$ cat src/rtl/cond_gate.sv
module cond_gate #(
  parameter bit REGISTERED = 1'b0
) (
  input  logic       clk,
  input  logic       rst_n,
  input  logic       in_valid,
  input  logic [3:0] cond,
  input  logic       flag_n,
  input  logic       flag_z,
  input  logic       flag_c,
  input  logic       flag_v,
  output logic       out_valid,
  output logic [1:0] result
);

  localparam logic [3:0] CODE_ALWAYS  = 4'd14;
  localparam logic [3:0] CODE_SPECIAL = 4'd15;

  logic       base;
  logic       pass;
  logic [1:0] eval;
  logic       nv_eq;

  assign nv_eq = (flag_n == flag_v);

  always_comb begin
    case (cond[3:1])
      3'd0:    base = flag_z;
      3'd1:    base = flag_c;
      3'd2:    base = flag_n;
      3'd3:    base = flag_v;
      3'd4:    base = flag_c & ~flag_z;
      3'd5:    base = nv_eq;
      3'd6:    base = ~flag_z & nv_eq;
      default: base = 1'b1;
    endcase
  end

  assign pass = (cond == CODE_ALWAYS) ? 1'b1 : (base ^ cond[0]);
  assign eval = (cond == CODE_SPECIAL) ? 2'b10 : {1'b0, pass};


  no_both_chk: assert property (@(posedge clk) disable iff (!rst_n)
    result != 2'b11);

  generate
    if (REGISTERED) begin : g_reg
      logic [1:0] res_q;
      logic       vld_q;

      always_ff @(posedge clk or negedge rst_n) begin
        if (!rst_n) begin
          res_q <= 2'b00;
          vld_q <= 1'b0;
        end else begin
          vld_q <= in_valid;
          if (in_valid) res_q <= eval;
        end
      end

      assign result    = res_q;
      assign out_valid = vld_q;


      valid_follow_chk: assert property (@(posedge clk) disable iff (!rst_n)
        in_valid |=> out_valid);

      idle_drop_chk: assert property (@(posedge clk) disable iff (!rst_n)
        !in_valid |=> !out_valid);

      hold_result_chk: assert property (@(posedge clk) disable iff (!rst_n)
        !in_valid |=> $stable(result));

      special_reg_chk: assert property (@(posedge clk) disable iff (!rst_n)
        (in_valid && cond == CODE_SPECIAL) |=> result == 2'b10);

      always_reg_chk: assert property (@(posedge clk) disable iff (!rst_n)
        (in_valid && cond == CODE_ALWAYS) |=> result == 2'b01);
    end else begin : g_comb
      assign result    = eval;
      assign out_valid = in_valid;


      valid_pass_chk: assert property (@(posedge clk) disable iff (!rst_n)
        out_valid == in_valid);

      special_comb_chk: assert property (@(posedge clk) disable iff (!rst_n)
        (cond == CODE_SPECIAL) |-> result == 2'b10);

      always_comb_chk: assert property (@(posedge clk) disable iff (!rst_n)
        (cond == CODE_ALWAYS) |-> result == 2'b01);

      zero_test_chk: assert property (@(posedge clk) disable iff (!rst_n)
        (cond == 4'd0) |-> result[0] == flag_z);
    end
  endgenerate

endmodule

$ cat config.mk
export PLATFORM = sky130hd
export DESIGN_NAME = cond_gate
export DESIGN_NICKNAME = d
export VERILOG_FILES = /design/src/rtl/cond_gate.sv
export SDC_FILE = /design/constraint.sdc
export NUM_CORES = 1
export LEC_CHECK = 0
export BUFFER_PORTS_ARGS = -buffer_cell sky130_fd_sc_hd__buf_4
export CORE_AREA = 4 4 41 43
export DETAILED_ROUTE_END_ITERATION = 10
export DIE_AREA = 0 0 45 47
export PLACE_DENSITY = 0.37
export SLEW_MARGIN = 10
export SYNTH_ARGS = -nofsm -noshare
export SYNTH_HDL_FRONTEND = slang
export SYNTH_SLANG_ARGS = --single-unit
$ cat constraint.sdc
create_clock -name vclk -period 1.8
set_input_delay 0.36 -clock vclk [all_inputs]
set_output_delay 0.36 -clock vclk [all_outputs]
set_load 0.005 [all_outputs]
==> impl_metrics.env, run 1 <==
export IMPL_cp_arrival_ns=1.68
export IMPL_fillers=157
export IMPL_p_total_mw=0.0503
export IMPL_p_int_mw=0.0316
export IMPL_relSlewSlack=0.669
export IMPL_antenna_cells=0
export IMPL_ys_types=13
export IMPL_seq_area_frac_synth=0
export IMPL_p_seq_frac=0
export IMPL_powerDensity_nw_per_um2=231
export IMPL_grt_pass1_vias=158
export IMPL_grt_max_degree=6
export IMPL_finalSetupViolCount=1
export IMPL_track_usage=0.0464
export IMPL_critical_path_buf_inv_count=2
export IMPL_post_route_util=0.167
export IMPL_wire_per_inst_um=11.0
export IMPL_postCtsSetupBuffers=0
export IMPL_cp_top_family="simple AND/OR/NAND/NOR gates"
export IMPL_place_hpwl_um=393
export IMPL_status="finished with violations"
export IMPL_violations="negative setup slack"
export IMPL_fmax_mhz=490
export IMPL_ant_nets=0
export IMPL_swShare=0.372
export IMPL_netlist_instances=15
export IMPL_p_clk_frac=0
export IMPL_syn_nets=26
export IMPL_yosysWarnings=0
export IMPL_vdd_drop_max_uv=56.1
export IMPL_required_ns=1.44
export IMPL_initial_core_util=0.0808
export IMPL_hold_class="input pin to output pin"
export IMPL_port_buffers=10
export IMPL_crit_path_start_kind="input pin"
export IMPL_path_max_fanout=2
export IMPL_hold_depth=0
export IMPL_vias=144
export IMPL_p_sw_mw=0.0187
export IMPL_finalCritPeriodShare=1.13
export IMPL_final_nets=38
export IMPL_seq_cell_count=0
export IMPL_min_to="out_valid"
export IMPL_rsz0062_at_grt="true"
export IMPL_seq_area_um2=0
export IMPL_endpoint_kind="output pin"
export IMPL_netlist_area_um2=105
export IMPL_antenna_found_initial=0
export IMPL_timing_final_crit_period_ns=2.04
export IMPL_gp_congestion=0.682
export IMPL_combPwrFrac=1.000
export IMPL_syn_to_final_growth_pct=107
export IMPL_die_area_um2=2120
export IMPL_worst_pin_slew_ns=0.484
export IMPL_syn_avg_cell_area_um2=7.01
export IMPL_setup_ws_ns=-0.241
export IMPL_drive_gt1_frac=0.520
export IMPL_worstPathCellList="buf_6 > or4b_1 > and3_4 > a221oi_2 > xor2_1 > buf_4"
export IMPL_fp_dieH_um=47
export IMPL_dr_pass1_iters=1
export IMPL_p_leak_nw=0.0946
export IMPL_grt_pass1_wl_um=724
export IMPL_grt_ovfl_total=0
export IMPL_maxCapViolations=0
export IMPL_hold_buffers=0
export IMPL_drt_iter0_markers=0
export IMPL_dieWidth_um=45
export IMPL_hold_ws_ns=0.720
export IMPL_vias_per_cell=3.60
export IMPL_maxSlewViolCount=0
export IMPL_clock_buffers=0
export IMPL_min_delay_start="in_valid"
export IMPL_slowest_delay_ns=0.51
export IMPL_critical_path_class="input pin to output pin"
export IMPL_num_rows=13
export IMPL_ioPinCount=14
export IMPL_drc=0
export IMPL_coreArea_um2=1300
export IMPL_drt_total_wl_um=441
export IMPL_hold_viol=0
export IMPL_slowest_stage="or4b_1"
## through the flow
step                      setup WS, ns  setup TNS [ns]  cells  cell area (um2)
after detailed placement        -0.287          -0.287     40              205
after global routing            -0.325          -0.325     40              218
after CTS                       -0.232          -0.232     40              213
final                           -0.241          -0.241     40              218
after global placement          -0.289          -0.289     40              205
after floorplan                -0.0266         -0.0266     15              111
## synthesized netlist by cell type
| cell | count | area [um2] |
|---|---|---|
| a2111oi_0 | 1 | 8.76 |
| a221oi_1 | 1 | 8.76 |
| and2b_1 | 1 | 7.51 |
| and3_1 | 1 | 6.26 |
| buf_4 | 1 | 7.51 |
| mux2i_1 | 1 | 10.0 |
| nand2_1 | 2 | 7.51 |
| nor2_1 | 1 | 3.75 |
| nor2b_1 | 2 | 12.5 |
| o21ai_0 | 1 | 5.00 |
| or4b_1 | 1 | 10.0 |
| xnor2_1 | 1 | 8.76 |
| xor2_1 | 1 | 8.76 |
## cell families (layout without fill, tap and decap cells)
logic type / Yosys count / count (layout) / share of synthesized area
simple gates: 8 / 8 / 0.452
compound gates: 3 / 3 / 0.214
xor+xnor: 2 / 2 / 0.167
mux: 1 / 1 / 0.0952
buf+inv: 1 / 11 / 0.0715
## worst max path at each step
| stage | startpoint | end | slack [ns] | cells after the start |
|---|---|---|---|---|
| 3_3_place_gp | cond[1] | result[0] | -0.29 | 6 |
| 4_1_cts | cond[2] | result[0] | -0.23 | 6 |
| 2_1_floorplan | cond[1] | result[0] | -0.03 | 4 |
| 6_report | cond[2] | result[0] | -0.24 | 6 |
| 5_1_grt | cond[2] | result[0] | -0.32 | 6 |
| 3_5_place_dp | cond[1] | result[0] | -0.29 | 6 |
## placed cells by master (no fill, tap or decap)
master,instances
a2111oi_0,1
a221oi_2,1
and2b_1,1
and3_4,1
buf_4,9
buf_6,2
mux2i_1,1
nand2_1,2
nor2_1,1
nor2b_1,2
o21ai_0,1
or4b_1,1
xnor2_1,1
xor2_1,1
## power groups by stage
stage               Sequential [mW]  Clock, mW  Combinational, mW
global route                      0          0             0.0558
detailed placement                0          0             0.0478
floorplan                         0          0             0.0203
CTS                               0          0             0.0491
global placement                  0          0             0.0463
finish                            0          0             0.0503
## cell type report
cell class,instances,area (um2),area share
Multi-Input combinational cell,14,109,0.500
Tap cell,15,18.8,0.0862
Timing Repair Buffer,11,90.1,0.414
## routing by layer
layer  vias up  wire [um]  GRT usage
met4         0          0          0
met3         0        134     0.0460
met2        10        126     0.0565
li1         75          -          -
met5         -          0          0
met1        59        180     0.0607
## timing repair
| action | CTS | global route |
|---|---|---|
| gates resized for setup | 2 | 1 |
| hold endpoints to repair | 0 | 0 |
| pin swaps | 3 | 0 |
| setup endpoints to repair | 1 | 1 |
| cloned | 0 | 0 |
(Power assumes the default switching activity.)
==> run 2: changes to the inputs <==
- PLACE_DENSITY: 0.37 -> default
==> run 2 against run 1 <==
The run still ends with negative setup slack left. Die area stayed put. Largest power group unchanged. Global-route usage shrank 1.3 points. Count of clock-buffer cells in the layout unchanged. Routed wire length shrank 19%. Worst hold slack hardly changed. Setup slack lost 0.0026 ns. Core utilization is 0.77 points higher. Maximum frequency fell by 0.13%. Sequential cell count did not move. Sequential share of layout area did not move. Final cell count grew 5.0%. Final area increased by 4.6%.
==> impl_metrics.env, run 2 (synthesized netlist as in run 1, its figures left out) <==
export IMPL_drt_total_wl_um=356
export IMPL_clock_buffers=0
export IMPL_hold_depth=0
export IMPL_maxSlewViolCount=0
export IMPL_final_cell_area_um2=228
export IMPL_gp_congestion=0.746
export IMPL_worst_pin_slew_ns=0.475
export IMPL_post_route_util=0.175
export IMPL_dp_cells=42
export IMPL_finalSetupViolCount=1
export IMPL_num_rows=13
export IMPL_track_usage=0.0338
export IMPL_path_max_fanout=2
export IMPL_layout_commonest_cell="buf_4"
export IMPL_min_delay_start="in_valid"
export IMPL_die_area_um2=2120
export IMPL_grt_pass1_wl_um=579
export IMPL_status="finished with violations"
export IMPL_endpoint_kind="output pin"
export IMPL_wl_met2_um=165
export IMPL_fmax_mhz=489
export IMPL_hold_buffers=0
export IMPL_powerDensity_nw_per_um2=225
export IMPL_dr_pass1_iters=3
export IMPL_hold_ws_ns=0.720
export IMPL_ant_nets=0
export IMPL_coreArea_um2=1300
export IMPL_syn_to_final_growth_pct=117
export IMPL_hold_viol=0
export IMPL_min_to="out_valid"
export IMPL_p_leak_nw=0.104
export IMPL_required_ns=1.44
export IMPL_antenna_found_initial=0
export IMPL_timing_final_crit_period_ns=2.04
export IMPL_drt_iter0_markers=4
export IMPL_dr_wl_met3_um=51
export IMPL_drive_gt1_frac=0.519
export IMPL_finalNonFillerCells=42
export IMPL_hold_class="input pin to output pin"
export IMPL_vias=153
export IMPL_seq_cell_count=0
export IMPL_ioPinCount=14
export IMPL_dpl_cell_area_um2=220
export IMPL_port_buffers=10
export IMPL_fp_dieH_um=47
export IMPL_final_nets=40
export IMPL_final_cell_mix="buf_4 (11), nand2_1 (2), nor2b_1 (2), buf_6 (2)"
export IMPL_relSlewSlack=0.675
export IMPL_setup_ws_ns=-0.244
export IMPL_top_layer="met3"
export IMPL_crit_path_start_kind="input pin"
export IMPL_dieWidth_um=45
export IMPL_grt_pass1_vias=148
export IMPL_rsz0062_at_grt="true"
export IMPL_wire_per_inst_um=8.48
export IMPL_grt_max_degree=6
export IMPL_critical_path_class="input pin to output pin"
export IMPL_seq_area_um2=0
export IMPL_vias_per_cell=3.64
export IMPL_vdd_drop_max_uv=20.2
export IMPL_setup_tns_ns=-0.244
export IMPL_maxCapViolations=0
export IMPL_violations="negative setup slack"
export IMPL_grt_ovfl_total=0
export IMPL_initial_core_util=0.0808
export IMPL_cp_arrival_ns=1.68
export IMPL_antenna_cells=0
export IMPL_m1WireLength_um=138
export IMPL_drc=0
export IMPL_finalCritPeriodShare=1.14
-- run 2: cell types whose count changed in the layout (fill, tap and decap cells not counted) --
| cell | change |
|---|---|
| buf_4 | +2 |
| and3_1 | +1 |
| and3_4 | -1 |
-- run 2: metal layers --
layer  vias to the layer above  track usage
li1                         80            -
met1                        66       0.0472
met2                         7       0.0621
met3                         0            0
met4                         0            0
met5                         -            0
-- run 2: area by class of cell --
cell class / count / area [um2]
Fill cell: 148 / 1070
Multi-Input combinational cell: 14 / 104
Tap cell: 15 / 18.8
Timing Repair Buffer: 13 / 105
-- run 2: report_power, final --
group / internal (mW) / switching, mW
registers: 0 / 0
clock network: 0 / 0
logic: 0.0329 / 0.0183
-- run 2: through the flow --
step	power [mW]	setup slack, ns
after floorplan	0.0203	-0.0266
after global placement	0.0498	-0.281
after detailed placement	0.0500	-0.279
after CTS	0.0517	-0.244
after global routing	0.0567	-0.322
final	0.0512	-0.244
-- run 2: timing repair --
item	in CTS	in global routing
gates resized for setup	2	0
buffers inserted	0	0
gates cloned	0	0
setup endpoints to repair	1	1
pin swaps	2	0
-- run 2: worst max path at each step --
| stage | start | endpoint | slack (ns) | cells past startpoint |
|---|---|---|---|---|
| detailed placement | cond[1] | result[0] | -0.28 | 6 |
| global placement | cond[1] | result[0] | -0.28 | 6 |
| global route | cond[1] | result[0] | -0.32 | 6 |
| floorplan | cond[1] | result[0] | -0.03 | 4 |
| finish | cond[1] | result[0] | -0.24 | 6 |
| CTS | cond[1] | result[0] | -0.24 | 6 |
-- run 2: critical path, stage by stage --
cell      delay, ns
buf_6          0.09
or4b_1         0.51
and3_1         0.17
a221oi_2       0.25
xor2_1         0.18
buf_4          0.13
